`config.mk`:
```
export PLATFORM = sky130hd
export DESIGN_NAME = cfg_i2c_slave
export DESIGN_NICKNAME = d
export VERILOG_FILES = /design/src/rtl/cfg_i2c_slave.sv
export SDC_FILE = /design/constraint.sdc
export NUM_CORES = 1
export LEC_CHECK = 0
export ABC_AREA = 1
export BUFFER_PORTS_ARGS = -buffer_cell sky130_fd_sc_hd__buf_2
export CORE_MARGIN = 10
export CORE_UTILIZATION = 30
export DETAILED_ROUTE_END_ITERATION = 6
export HOLD_SLACK_MARGIN = 0.12
export MAX_ROUTING_LAYER = met4
export PLACE_DENSITY = 0.59
export SYNTH_ARGS = -nofsm -noshare
export SYNTH_HDL_FRONTEND = slang
export SYNTH_SLANG_ARGS = --single-unit
export TNS_END_PERCENT = 10
```
`constraint.sdc`:
```
create_clock -name clk -period 3.3 [get_ports clk]
set_input_delay 0.165 -clock clk [delete_from_list [all_inputs] [get_ports clk]]
set_output_delay 0.165 -clock clk [all_outputs]
set_load 0.02 [all_outputs]
```
`src/rtl/cfg_i2c_slave.sv`:
```
module cfg_i2c_slave #(
  parameter int              NREG      = 6,
  parameter logic [6:0]      DEV_ADDR  = 7'h69,
  parameter logic [NREG*8-1:0] RESET_VAL = 48'h06_00_00_FF_FF_1E
) (
  input  logic              clk,
  input  logic              rst_n,
  input  logic              scl_i,
  input  logic              sda_i,
  output logic              sda_oe,
  output logic [NREG*8-1:0] regs_o
);

  localparam int IW = $clog2(NREG + 3) + 1;
  localparam logic [IW-1:0] IDX_MAX = IW'(NREG + 2);

  typedef enum logic [2:0] {ST_IDLE, ST_ADDR, ST_RX, ST_ACK, ST_TX, ST_MACK} st_t;

  st_t               st;
  logic [1:0]        scl_sy, sda_sy;
  logic              scl_q, sda_q;
  logic [3:0]        bitcnt;
  logic [7:0]        shreg, txsh, tx_byte;
  logic [IW-1:0]     idx;
  logic              rd, got;
  logic [NREG*8-1:0] regs;

  wire scl_s     = scl_sy[1];
  wire sda_s     = sda_sy[1];
  wire scl_rise  = scl_s & ~scl_q;
  wire scl_fall  = ~scl_s & scl_q;
  wire start_det = scl_s & scl_q & sda_q & ~sda_s;
  wire stop_det  = scl_s & scl_q & ~sda_q & sda_s;

  assign regs_o = regs;

  always_comb begin
    tx_byte = 8'hFF;
    if (idx == '0) tx_byte = 8'(NREG);
    for (int k = 0; k < NREG; k++)
      if (idx == IW'(k + 1)) tx_byte = regs[8*k +: 8];
  end

  always_ff @(posedge clk or negedge rst_n) begin
    if (!rst_n) begin
      scl_sy <= 2'b11;
      sda_sy <= 2'b11;
      scl_q  <= 1'b1;
      sda_q  <= 1'b1;
      st     <= ST_IDLE;
      bitcnt <= '0;
      shreg  <= '0;
      txsh   <= '0;
      idx    <= '0;
      rd     <= 1'b0;
      got    <= 1'b0;
      sda_oe <= 1'b0;
      regs   <= RESET_VAL;
    end else begin
      scl_sy <= {scl_sy[0], scl_i};
      sda_sy <= {sda_sy[0], sda_i};
      scl_q  <= scl_s;
      sda_q  <= sda_s;
      if (start_det) begin
        st     <= ST_ADDR;
        bitcnt <= '0;
        idx    <= '0;
        sda_oe <= 1'b0;
      end else if (stop_det) begin
        st     <= ST_IDLE;
        sda_oe <= 1'b0;
      end else begin
        case (st)
          ST_ADDR, ST_RX: begin
            if (scl_rise) begin
              shreg  <= {shreg[6:0], sda_s};
              bitcnt <= bitcnt + 4'd1;
            end else if (scl_fall && bitcnt == 4'd8) begin
              bitcnt <= '0;
              if (st == ST_ADDR) begin
                if (shreg[7:1] == DEV_ADDR) begin
                  rd     <= shreg[0];
                  st     <= ST_ACK;
                  sda_oe <= 1'b1;
                end else begin
                  st <= ST_IDLE;
                end
              end else begin
                st     <= ST_ACK;
                sda_oe <= 1'b1;
                for (int k = 0; k < NREG; k++)
                  if (idx == IW'(k + 2)) regs[8*k +: 8] <= shreg;
                if (idx != IDX_MAX) idx <= idx + 1'b1;
              end
            end
          end
          ST_ACK: begin
            if (scl_fall) begin
              if (rd) begin
                st     <= ST_TX;
                txsh   <= tx_byte;
                sda_oe <= ~tx_byte[7];
                if (idx != IDX_MAX) idx <= idx + 1'b1;
              end else begin
                st     <= ST_RX;
                sda_oe <= 1'b0;
              end
            end
          end
          ST_TX: begin
            if (scl_rise) begin
              bitcnt <= bitcnt + 4'd1;
            end else if (scl_fall) begin
              if (bitcnt == 4'd8) begin
                bitcnt <= '0;
                sda_oe <= 1'b0;
                got    <= 1'b0;
                st     <= ST_MACK;
              end else begin
                txsh   <= {txsh[6:0], 1'b1};
                sda_oe <= ~txsh[6];
              end
            end
          end
          ST_MACK: begin
            if (scl_rise) begin
              if (sda_s) st <= ST_IDLE;
              else       got <= 1'b1;
            end else if (scl_fall && got) begin
              st     <= ST_TX;
              txsh   <= tx_byte;
              sda_oe <= ~tx_byte[7];
              if (idx != IDX_MAX) idx <= idx + 1'b1;
            end
          end
          default: sda_oe <= 1'b0;
        endcase
      end
    end
  end

  AST_IDLE_RELEASED: assert property (@(posedge clk) disable iff (!rst_n)
    (st == ST_IDLE) |-> !sda_oe);
  AST_START_TO_ADDR: assert property (@(posedge clk) disable iff (!rst_n)
    start_det |=> (st == ST_ADDR && !sda_oe));
  AST_STOP_TO_IDLE: assert property (@(posedge clk) disable iff (!rst_n)
    (stop_det && !start_det) |=> (st == ST_IDLE));
  AST_UPDATE_AT_ACK: assert property (@(posedge clk) disable iff (!rst_n)
    !$stable(regs) |-> (st == ST_ACK && !rd));
  AST_READ_KEEPS: assert property (@(posedge clk) disable iff (!rst_n)
    (st == ST_TX || st == ST_MACK) |=> $stable(regs));
  AST_DRIVE_PHASES: assert property (@(posedge clk) disable iff (!rst_n)
    sda_oe |-> (st == ST_ACK || st == ST_TX));

endmodule

```
# Word-level counts from Yosys, hierarchy flattened
# Index checks and enable logic that the tools add are counted.
# totals
latchBits	0
wordCells	176
mem_bits_ro	0
ramBits	0
regBits	84
mem_count	0
# classes
order_cmp	0
addsub	2
n_reduce_logical	23
div_mod_pow	0
mul	0
bitwise_logic	17
muxes	69
shift	0
n_eq_ne	47
# op_table
cell	n
8-bit two-way mux	7
5-bit two-way mux	10
7-bit two-way mux	7
7-bit AND reduction	7
4-bit != test, second input constant	11
3-bit two-way mux	13
4-bit two-way mux	7
2-bit != test, second input constant	11
3-bit != test, second input constant	7
7-bit one-hot mux with 3 select lines	1
5-bit by 3-bit equality test with 1-bit output, second input constant	4
1-bit two-way mux	18
9-bit AND reduction	2
8-bit AND reduction	2
5-bit != test, second input constant	3
5-bit one-hot mux with 3 select lines	1
3-bit one-hot mux with 4 select lines	1
5-bit by 2-bit equality test with 1-bit output, second input constant	2
1-bit NOT	10
10-bit AND reduction	1
4-bit one-hot mux with 2 select lines	1
1-bit bitwise AND	7
7-bit equality test, second input constant	1
3-bit by 2-bit equality test with 1-bit output, second input constant	2
19 further kinds	22

# Depth between registers and ports, before layout
# Gate-level depths: netlist of run 1.
# depth
word_depth	14
ltp_mapped	15
ltp_nobuf	15

# Least setup slack after synthesis of run 1
# Ideal clock, no wire load.
# synth_path
path_type	register -> register
start	register scl_sy[1]
end	register st[1]
synth_period_minus_slack_ps	1960
t_arrival_ps	1842
stages_incl_launch_ff	13
required_ps	3183
path_slack_ps	1340
setup_ps	117
path_cell_list	dfstp_2 -> ha_1 -> nand2_1 -> nor2_2 -> inv_1 -> nand2_1 -> nor2_1 -> nand2_1 -> nand2_1 -> nor2_2 -> nand2_1 -> nand2_1 -> nand2_1
# synth_between
elab_chain_cells	5
elab_cells_between_ends	24
# synth_lines
element	line_no	rtl
from (decl)	20	logic [1:0] scl_sy, sda_sy;
from (signal assigned)	60	scl_sy <= {scl_sy[0], scl_i};
1-bit bitwise AND, or another cell as far along	32, 33	
1-bit bitwise AND, or another cell as far along (2 in a row)	32	wire start_det = scl_s & scl_q & sda_q & ~sda_s;
5-bit != test (no line), or another cell as far along	--	
9-bit AND reduction (no line) / 3-bit two-way mux (equally long branches)	--	
to (signal assigned)	50	st <= ST_IDLE;
to (signal assigned)	65	st <= ST_ADDR;
to (signal assigned)	70	st <= ST_IDLE;
to (decl)	19	st_t st;
# Parallel ways exist; a longest one is shown, timed or not.
# A chain may end at the register's enable or synchronous reset.

# Worst setup path after layout of run 1
# layout_path
start	register scl_sy[1]
end	register st[0]
# The elaborated chain is that of the path after synthesis.

==> run_results.csv, run 1 <==
group,metric,value,unit
run_status,status,"completed",
timing,finalClockSkew,9.12,ps
critical_path,critPathRequiredTime,3540,ps
drt,dr_wl_met3,529,um
yosys,synth_area_leaders,"dfrtp_1, nand2_1, dfstp_2",
floorplan,core-area,14600,sq um
floorplan,die_h,142,um
timing,tightest_slew,939,ps
timing,slew_headroom,37.4,%
yosys,async_flop_share,100,%
timing,fmax,0.398,GHz
flow_run,cap_violations,0,
cells_and_area,fin_area,5310,sq um
timing,fin_crit_sh,76.1,%
yosys,synthSimpleGateAreaFrac,31.2,%
grt,antenna_found_initial,0,
power_and_ir_drop,power_switching_share,43.0,%
yosys,muxShareOfSynthArea,0,%
cells_and_area,n_fill_cell,1544,
timing,drv_slew,0,
drt,wl_per_cell,15.2,um
yosys,yosys.area_share.adder,2.51,%
yosys,synthTopCellsByCount,"nand2_1, inv_1, o21ai_0",
critical_path,start_kind,"flip-flop",
grt,grt_overflow,0,
yosys,synth-edff-count,0,
yosys,yosys.area_share.xor_xnor,0.390,%
grt,grt_pass1_vias,3961,
cells_and_area,fin_nets,676,
power_and_ir_drop,clockPowerShare,28.1,%
clock_network,cts_tree,"done",
yosys,yosys_warnings,0,
placed_design,port_buffers,52,
power_and_ir_drop,power_switching,1.75,mW
floorplan,initial_utilization,30.8,%
yosys,synth_cell_types,27,
clock_network,cts-root-buf,"clkbuf_16",
floorplan,fp.dieW,142,um
drt,drt_iter0_markers,305,
drt,vias_per_cell,4.79,
timing,setup_viol,0,
critical_path,arrival,2750,ps
yosys,syn_nets,621,
yosys,syn_avg_cell_area,7.39,sq um
drt,met1_length,6000,um
yosys,synth_compound_area_share,10.7,%
yosys,syn_inst,608,
yosys,synth_top_flop_cell,"dfrtp_1",
drt,ant_nets,0,
yosys,synth_seq_cells,84,
grt,grt_pass1_wl,21400,um
clock_network,cts-buffers-inserted,9,
drt,drc,0,
cells_and_area,diodes,0,
clock_network,cts_max_path_buffers,2,
floorplan,die-area,20300,sq um
floorplan,num_io_pins,53,
clock_network,clk-insertion-delay-late,340,ps
critical_path,end_kind,"flip-flop",
yosys,yosysSeqAreaShare,47.6,%
timing,period_minus_slack,2510,ps
worst_hold_path,hold_class,"reg -> reg",
drt,dr.pass1.iters,5,
placed_design,place_congestion,0.873,
drt,wl_met2,6240,um
placed_design,dpl_cell_area,4940,sq um
yosys,synth_top_cell_by_area,"dfrtp_1",
yosys,synth_top_family_by_area,"simple AND/OR/NAND/NOR gates",
timing,hold_violations,0,
yosys,yosysMostFrequentCell,"nand2_1",
placed_design,dp_hpwl,9450,um
power_and_ir_drop,ir_worst_vdd,340,uV
critical_path,critPathKind,"reg -> reg",
grt,grt_max_degree,74,
timing,fin_setup_tns,0,ps
cells_and_area,drive_gt1_share,17.4,%
power_and_ir_drop,p_per_area,766,nW/um^2
power_and_ir_drop,p_seq_share,31.9,%
drt,top_layer_used,"met4",
yosys,synth_top_area_share,31.2,%
floorplan,num_rows,44,
clock_network,clk_pin_slew,70,ps
timing,rsz0062_at_grt,"false",
clock_network,numClockSinks,84,
critical_path,critPathMaxFanout,12,
clock_network,htree_levels,3,
drt,drt-total-wl,13000,um
power_and_ir_drop,p_leak,2.72,nW
yosys,synth_area,4490,sq um
power_and_ir_drop,pwr-share-comb,39.9,%
power_and_ir_drop,p_int,2.32,mW
grt,grt_use_total,13.4,%
cells_and_area,area_growth,18.1,%
drt,vias,4081,
## routing by layer
layer,vias up,global-route usage [%]
li1,2053,-
met1,1902,16.9
met2,109,22.0
met3,17,2.17
met4,0,3.57
met5,-,-
## stage by stage
step / utilization, % / total power, mW / cells / setup slack (ps) / hold WS, ps
after CTS: 36.4 / 4.08 / 852 / 852 / 351
after global placement: 33.9 / 2.94 / 833 / 821 / 280
after global routing: 36.4 / 4.39 / 852 / 471 / 356
after floorplan: - / 2.40 / 608 / 1340 / -131
final: 36.4 / 4.06 / 852 / 789 / 353
after detailed placement: 33.9 / 2.93 / 833 / 882 / 272
## final cells by class
type	count	area [sq um]	area share [%]
sequential	84	2140	40.3
clock buffer	9	225	4.24
clock inverter	7	106	2.00
inverter	75	282	5.31
multi-input combinational	435	2010	37.9
tap	184	230	4.34
timing repair buffer	58	315	5.94
## worst max-delay path: stages (launching register included)
cell     delay (ps)
dfstp_2         560
ha_1            170
nand2_1          70
nor2_2          280
inv_1           300
nand2_1         210
nor2_1           90
nand2_1          70
nand2_1          60
a21oi_1         310
nand2_1         160
nand2_1          80
nand2_1          50
## cell families after synthesis
group	after synthesis
flip-flops	84
adder cells (fa/ha/maj)	9
AND/OR/NAND/NOR	331
AO/OA/AOI/OAI	93
XOR/XNOR	2
buffers and inverters	89
## state kept, by name, indices dropped and copies added (netlist names), 2 cells and up
register / flops
bitcnt: 4
idx: 5
regs_o: 48
scl_sy: 2
sda_sy: 2
shreg: 8
st: 3
txsh: 7
## cell usage in the layout (no fill, tap or decap)
| master | n |
|---|---|
| nand2_1 | 216 |
| inv_2 | 1 |
| inv_6 | 2 |
| clkinv_1 | 1 |
| inv_1 | 73 |
| nand4_1 | 11 |
| a21oi_2 | 1 |
| dfstp_2 | 28 |
| or2_2 | 8 |
| a31oi_1 | 1 |
| nor2_2 | 3 |
| dlygate4sd3_1 | 3 |
| nor3_4 | 2 |
| bufinv_16 | 2 |
| a21boi_0 | 1 |
| o21ai_1 | 1 |
| nor4_1 | 1 |
| dfrtp_1 | 56 |
| buf_2 | 51 |
| a21oi_1 | 15 |
| inv_8 | 1 |
| nor2_1 | 38 |
| ha_1 | 9 |
| o21ai_0 | 71 |
| o211ai_1 | 1 |
| nor3_1 | 9 |
| nand3_1 | 41 |
| clkbuf_16 | 9 |
| nand3_2 | 2 |
| o31ai_1 | 2 |
| clkinv_4 | 2 |
| buf_4 | 4 |
| xor2_1 | 2 |
## power groups by stage
stage	combinational (mW)	sequential [mW]	clock, mW
after floorplan	1.11	1.29	0
after global placement	1.63	1.31	0
after CTS	1.63	1.30	1.16
after global routing	1.87	1.32	1.21
final	1.62	1.30	1.14
after detailed placement	1.62	1.31	0
## final timing paths
check / from / to / slack [ps] / depth (start not counted)
worst max-delay path: scl_sy[1] / st[0] / 790 / 12
worst min-delay path: scl_sy[0] / scl_sy[1] / 350 / 0
worst max register to register: scl_sy[1] / st[0] / 790 / 12
worst min register to register: scl_sy[0] / scl_sy[1] / 350 / 0
max in group asynchronous: rst_n / txsh[6] / 2080 / 3
min in group asynchronous: rst_n / bitcnt[0] / 500 / 2
## repair_timing
action | CTS | global route
gates resized for setup | 0 | 0
endpoints found under the setup margin | 0 | 0
hold buffers | 3 | 0
hold endpoints to repair | 46 | 0
buffers inserted | 0 | 0
No activity file was read; power rests on OpenSTA's default activity.
==> run 2: changes to the inputs <==
clock period = 2.63 ns   (was 3.3 ns; I/O delays follow)
==> run 2 against run 1 <==
Effect of this change: clock power up 20%; worst hold slack got worse by 18 ps; wire length decreased by 1.9%; largest cell class unchanged.
==> run_results.csv, run 2 (synthesis results as in run 1) <==
group,metric,value,unit
drt,wl_per_cell,14.8,um
critical_path,rrSetupSlack,270,ps
timing,slew_headroom,56.2,%
drt,drc,0,
placed_design,dp.cells,840,
worst_hold_path,hold_class,"in -> async",
timing,drv_slew,0,
clock_network,cts_setup_buffers,0,
cells_and_area,diodes,0,
critical_path,arrival,2620,ps
timing,fin_setup_tns,0,ps
grt,grt_max_degree,42,
cells_and_area,mostFrequentLayoutCells,"nand2_1, inv_1, o21ai_0",
timing,hold_violations,0,
timing,rsz0062_at_grt,"false",
power_and_ir_drop,power_switching_share,41.4,%
placed_design,port_buffers,52,
power_and_ir_drop,p_seq_share,32.8,%
placed_design,place_congestion,0.966,
drt,drt-total-wl,12700,um
critical_path,reg2reg_to,"regs_o[11]",
placed_design,dp_hpwl,9530,um
timing,setup_viol,0,
cells_and_area,largest_reg_flops,48,
run_status,status,"completed",
floorplan,num_rows,44,
cells_and_area,fin_nets,683,
placed_design,place_ws,361,ps
drt,vias,4067,
clock_network,cts_max_path_buffers,2,
floorplan,die-area,20300,sq um
clock_network,cts_tree,"done",
grt,grt_use_total,13.3,%
timing,worst_hold_slack,335,ps
critical_path,critPathKind,"reg -> reg",
power_and_ir_drop,p_per_area,929,nW/um^2
cells_and_area,area_growth,19.0,%
grt,grt_overflow,0,
clock_network,numClockSinks,84,
power_and_ir_drop,pwr-share-comb,39.7,%
critical_path,critPathMaxFanout,16,
timing,finalClockSkew,9.95,ps
floorplan,num_io_pins,53,
floorplan,initial_utilization,30.8,%
power_and_ir_drop,clockPowerShare,27.6,%
grt,grt_pass1_vias,3976,
drt,ant_nets,0,
grt,grt_pass1_wl,21000,um
power_and_ir_drop,power_switching,2.05,mW
timing,fin_crit_sh,89.8,%
cells_and_area,final_core_util,36.6,%
floorplan,fp.dieW,142,um
cells_and_area,instances_no_fill,859,
critical_path,crit_path_end,"regs_o[11]",
critical_path,r2r-start,"scl_q",
grt,antenna_found_initial,0,
clock_network,cts_resized,0,
floorplan,die_h,142,um
cells_and_area,seq_area,2140,sq um
clock_network,cts-root-buf,"clkbuf_16",
critical_path,start_kind,"flip-flop",
cells_and_area,multiInputGateArea,2010,sq um
flow_run,cap_violations,0,
drt,vias_per_cell,4.73,
power_and_ir_drop,p_leak,2.73,nW
critical_path,critPathRequiredTime,2880,ps
clock_network,cts-buffers-inserted,9,
critical_path,setup.worst_path.start,"scl_q",
cells_and_area,n_fill_cell,1552,
power_and_ir_drop,ir_worst_vdd,443,uV
power_and_ir_drop,p_int,2.91,mW
clock_network,htree_levels,3,
critical_path,reg2regPathDepth,7,
critical_path,end_kind,"flip-flop",
cells_and_area,drive_gt1_share,17.9,%
timing,fmax,0.423,GHz
floorplan,core-area,14600,sq um
drt,dr.pass1.iters,5,
timing,fin_ws,267,ps
drt,drt_iter0_markers,487,
clock_network,ctsHoldBuffers,3,
clock_network,clk_pin_slew,60,ps
timing,period_minus_slack,2360,ps
clock_network,clk-insertion-delay-late,350,ps
cells_and_area,final_common_cell,"nand2_1",
timing,tightest_slew,654,ps
run 2: layout make-up:
class | count | area share [%]
clock buffer | 11 | 4.35
timing repair buffer | 65 | 6.88
sequential | 84 | 40.0
multi-input combinational | 435 | 37.6
tap | 184 | 4.31
inverter | 75 | 5.27
clock inverter | 5 | 1.57
run 2: worst min path at each step:
| stage | from | to | slack (ps) |
|---|---|---|---|
| finish | rst_n | idx[1] | 330 |
| global route | sda_sy[0] | sda_sy[1] | 370 |
| CTS | sda_sy[0] | sda_sy[1] | 360 |
| detailed placement | rst_n | bitcnt[1] | 170 |
| global placement | rst_n | bitcnt[3] | 160 |
| floorplan | rst_n | bitcnt[0] | -160 |
run 2: through the flow:
step	power, mW	area [sq um]
floorplan	3.01	4490
global placement	3.62	5000
detailed placement	3.61	5000
CTS	5.00	5340
global route	5.40	5340
finish	4.96	5340
run 2: routing by layer:
layer  track usage, %  wire (um)
met5                -          0
met4             3.30        132
met3             3.10        489
met2             20.9       5910
met1             17.1       6180
run 2: worst max-delay path, stage by stage (launching register included):
cell	delay (ps)
dfstp_2	540
inv_1	40
ha_1	260
nor2_1	210
nand3_1	190
inv_1	120
nand4_1	510
o21ai_0	390
run 2: power groups by stage:
stage	Combinational (mW)	Sequential, mW	Clock [mW]
finish	1.97	1.63	1.37
global route	2.29	1.65	1.46
CTS	1.98	1.62	1.40
detailed placement	1.96	1.64	0
global placement	1.97	1.65	0
floorplan	1.39	1.62	0
==> run 3: changes to the inputs <==
ABC_AREA = 0   (was 1)
==> run 3 against run 2 <==
Effect of this change: utilization down 0.33 points; first-iteration DRC count down 48%; critical path depth down 1; register-to-register slack about the same; power down 11%; wire length down 4.0%; sequential power up 4%; sequential cell count unchanged; synthesized cell count down 34%; critical endpoint is now txsh[0]; highest routed layer unchanged.
==> run_results.csv, run 3 <==
group,metric,value,unit
critical_path,critPathMaxFanout,13,
yosys,syn_nets,412,
cells_and_area,fin_nets,469,
yosys,synth_top_flop_cell,"dfrtp_1",
power_and_ir_drop,p_per_area,826,nW/um^2
yosys,yosysMostFrequentCell,"mux2_2",
placed_design,dp_hpwl,8910,um
grt,grt_use_total,12.8,%
clock_network,clk_pin_slew,60,ps
timing,finalClockSkew,5.98,ps
timing,hold_violations,0,
drt,drc,0,
floorplan,die_h,143,um
floorplan,num_rows,44,
yosys,yosysSeqAreaShare,47.0,%
floorplan,initial_utilization,30.9,%
worst_hold_path,min_path_cells,0,
critical_path,slowest_delay,560,ps
yosys,yosys_warnings,0,
floorplan,core-area,14700,sq um
drt,wl_per_cell,18.9,um
critical_path,end_kind,"flip-flop",
clock_network,cts_tree,"done",
yosys,synth_top_cell_by_area,"dfrtp_1",
cells_and_area,final_common_cell,"mux2_2",
placed_design,place_ws,284,ps
cells_and_area,area_growth,17.4,%
floorplan,num_io_pins,53,
clock_network,htree_levels,3,
drt,ant_nets,0,
worst_hold_path,hold_class,"reg -> reg",
timing,fin_ws,276,ps
yosys,synth_area,4540,sq um
power_and_ir_drop,ir_worst_vdd,434,uV
critical_path,critPathTopFamily,"compound AO/OA/AOI/OAI gates",
clock_network,numClockSinks,84,
timing,period_minus_slack,2350,ps
timing,slew_headroom,33.6,%
critical_path,arrival,2570,ps
clock_network,cts-buffers-inserted,9,
drt,vias,3383,
cells_and_area,mostFrequentLayoutCells,"mux2_2, dfrtp_1, buf_2",
cells_and_area,largest_reg_flops,48,
yosys,synth_cell_types,74,
grt,grt_overflow,0,
critical_path,reg2reg_to,"txsh[0]",
clock_network,clk-insertion-delay-late,340,ps
yosys,async_flop_share,100,%
grt,grt_max_degree,79,
timing,fin_crit_sh,89.5,%
clock_network,cts_resized,0,
clock_network,cts-root-buf,"clkbuf_16",
critical_path,r2r-start,"scl_q",
drt,drt-total-wl,12200,um
critical_path,rrSetupSlack,280,ps
yosys,synthTopCellsByCount,"mux2_2, dfrtp_1, dfstp_2",
grt,grt_pass1_vias,3445,
placed_design,port_buffers,52,
worst_hold_path,hp-start,"scl_sy[0]",
power_and_ir_drop,p_leak,2.47,nW
yosys,syn_inst,399,
critical_path,reg2regPathDepth,6,
cells_and_area,diodes,0,
placed_design,place_congestion,0.912,
drt,drt_iter0_markers,253,
flow_run,cap_violations,0,
critical_path,crit_buf_inv,0,
yosys,synth_seq_cells,84,
yosys,syn_avg_cell_area,11.4,sq um
drt,dr.pass1.iters,6,
timing,setup_viol,0,
critical_path,start_kind,"flip-flop",
critical_path,slowest_stage,"a2111o_1",
grt,antenna_found_initial,0,
critical_path,critPathKind,"reg -> reg",
timing,tightest_slew,996,ps
yosys,synth_top_area_share,30.8,%
timing,fmax,0.425,GHz
timing,rsz0062_at_grt,"false",
grt,grt_pass1_wl,20000,um
worst_hold_path,hold_end,"scl_sy[1]",
drt,vias_per_cell,5.24,
clock_network,cts_max_path_buffers,2,
critical_path,path_cells,"ha_1 -> a21boi_0 -> a2bb2oi_1 -> a2111o_1 -> a2111oi_2 -> a21oi_1",
cells_and_area,drive_gt1_share,41.0,%
critical_path,critPathRequiredTime,2840,ps
timing,fin_setup_tns,0,ps
run_status,status,"completed",
yosys,synth-edff-count,0,
timing,drv_slew,0,
floorplan,fp.dieW,143,um
floorplan,die-area,20500,sq um
yosys,synth_area_leaders,"dfrtp_1, dfstp_2, mux2_2",
[run 3: worst max path at each step]
stage	startpoint	slack, ps	end	cells after the start
final	scl_q	280	txsh[0]	6
after global routing	scl_q	60	txsh[0]	6
after CTS	scl_q	290	regs_o[0]	6
after detailed placement	scl_q	280	regs_o[5]	6
after global placement	scl_q	370	regs_o[6]	6
after floorplan	scl_q	600	txsh[0]	7
[run 3: cell type report]
cell class	count	area, sq um
clock buffers	9	225
well taps	184	230
repair buffers	69	398
clock inverters	7	72.6
multi-input cells	275	2210
fillers	1449	9360
flip-flops and latches	84	2140
inverters	17	63.8
[run 3: repair_timing]
item                                    4_1_cts  5_1_grt
endpoints found under the setup margin        0        0
hold buffers                                  3        0
setup buffers                                 0        0
hold endpoints to repair                     58        0
[run 3: cells by family (layout without fill, tap and decap cells)]
kind of cell | Yosys count | in the layout | synth area share [%]
buffers and inverters | 40 | 102 | 4.38
flip-flops | 84 | 84 | 47.0
adder cells (fa/ha/maj) | 9 | 9 | 2.48
AND/OR/NAND/NOR | 102 | 102 | 14.2
AO/OA/AOI/OAI | 100 | 100 | 16.3
XOR/XNOR | 3 | 3 | 0.578
multiplexers | 61 | 61 | 15.0
[run 3: report_power, final]
group / internal (mW) / leakage (nW) / total, mW / switching, mW
Clock: 0.741 / 0.144 / 1.28 / 0.543
Combinational: 0.647 / 1.27 / 1.43 / 0.783
Sequential: 1.42 / 1.05 / 1.69 / 0.277
Total: 2.80 / 2.47 / 4.41 / 1.60
[run 3: metal layers]
| metal | global-route usage, % | part of all wire (%) | up-vias |
|---|---|---|---|
| li1 | - | - | 1599 |
| met1 | 16.9 | 47 | 1674 |
| met2 | 19.5 | 47 | 100 |
| met3 | 2.12 | 4.3 | 10 |
| met4 | 4.13 | 1.1 | 0 |
| met5 | - | 0 | - |
[run 3: stage by stage]
step                hold WS, ps  area (sq um)  total power [mW]  instances  utilization (%)
floorplan                  -164          4540              2.67        399                -
global placement            239          5010              3.12        626             34.1
detailed placement          238          5010              3.13        626             34.1
CTS                         356          5340              4.44        645             36.3
global route                361          5340              4.66        645             36.3
finish                      356          5340              4.41        645             36.3
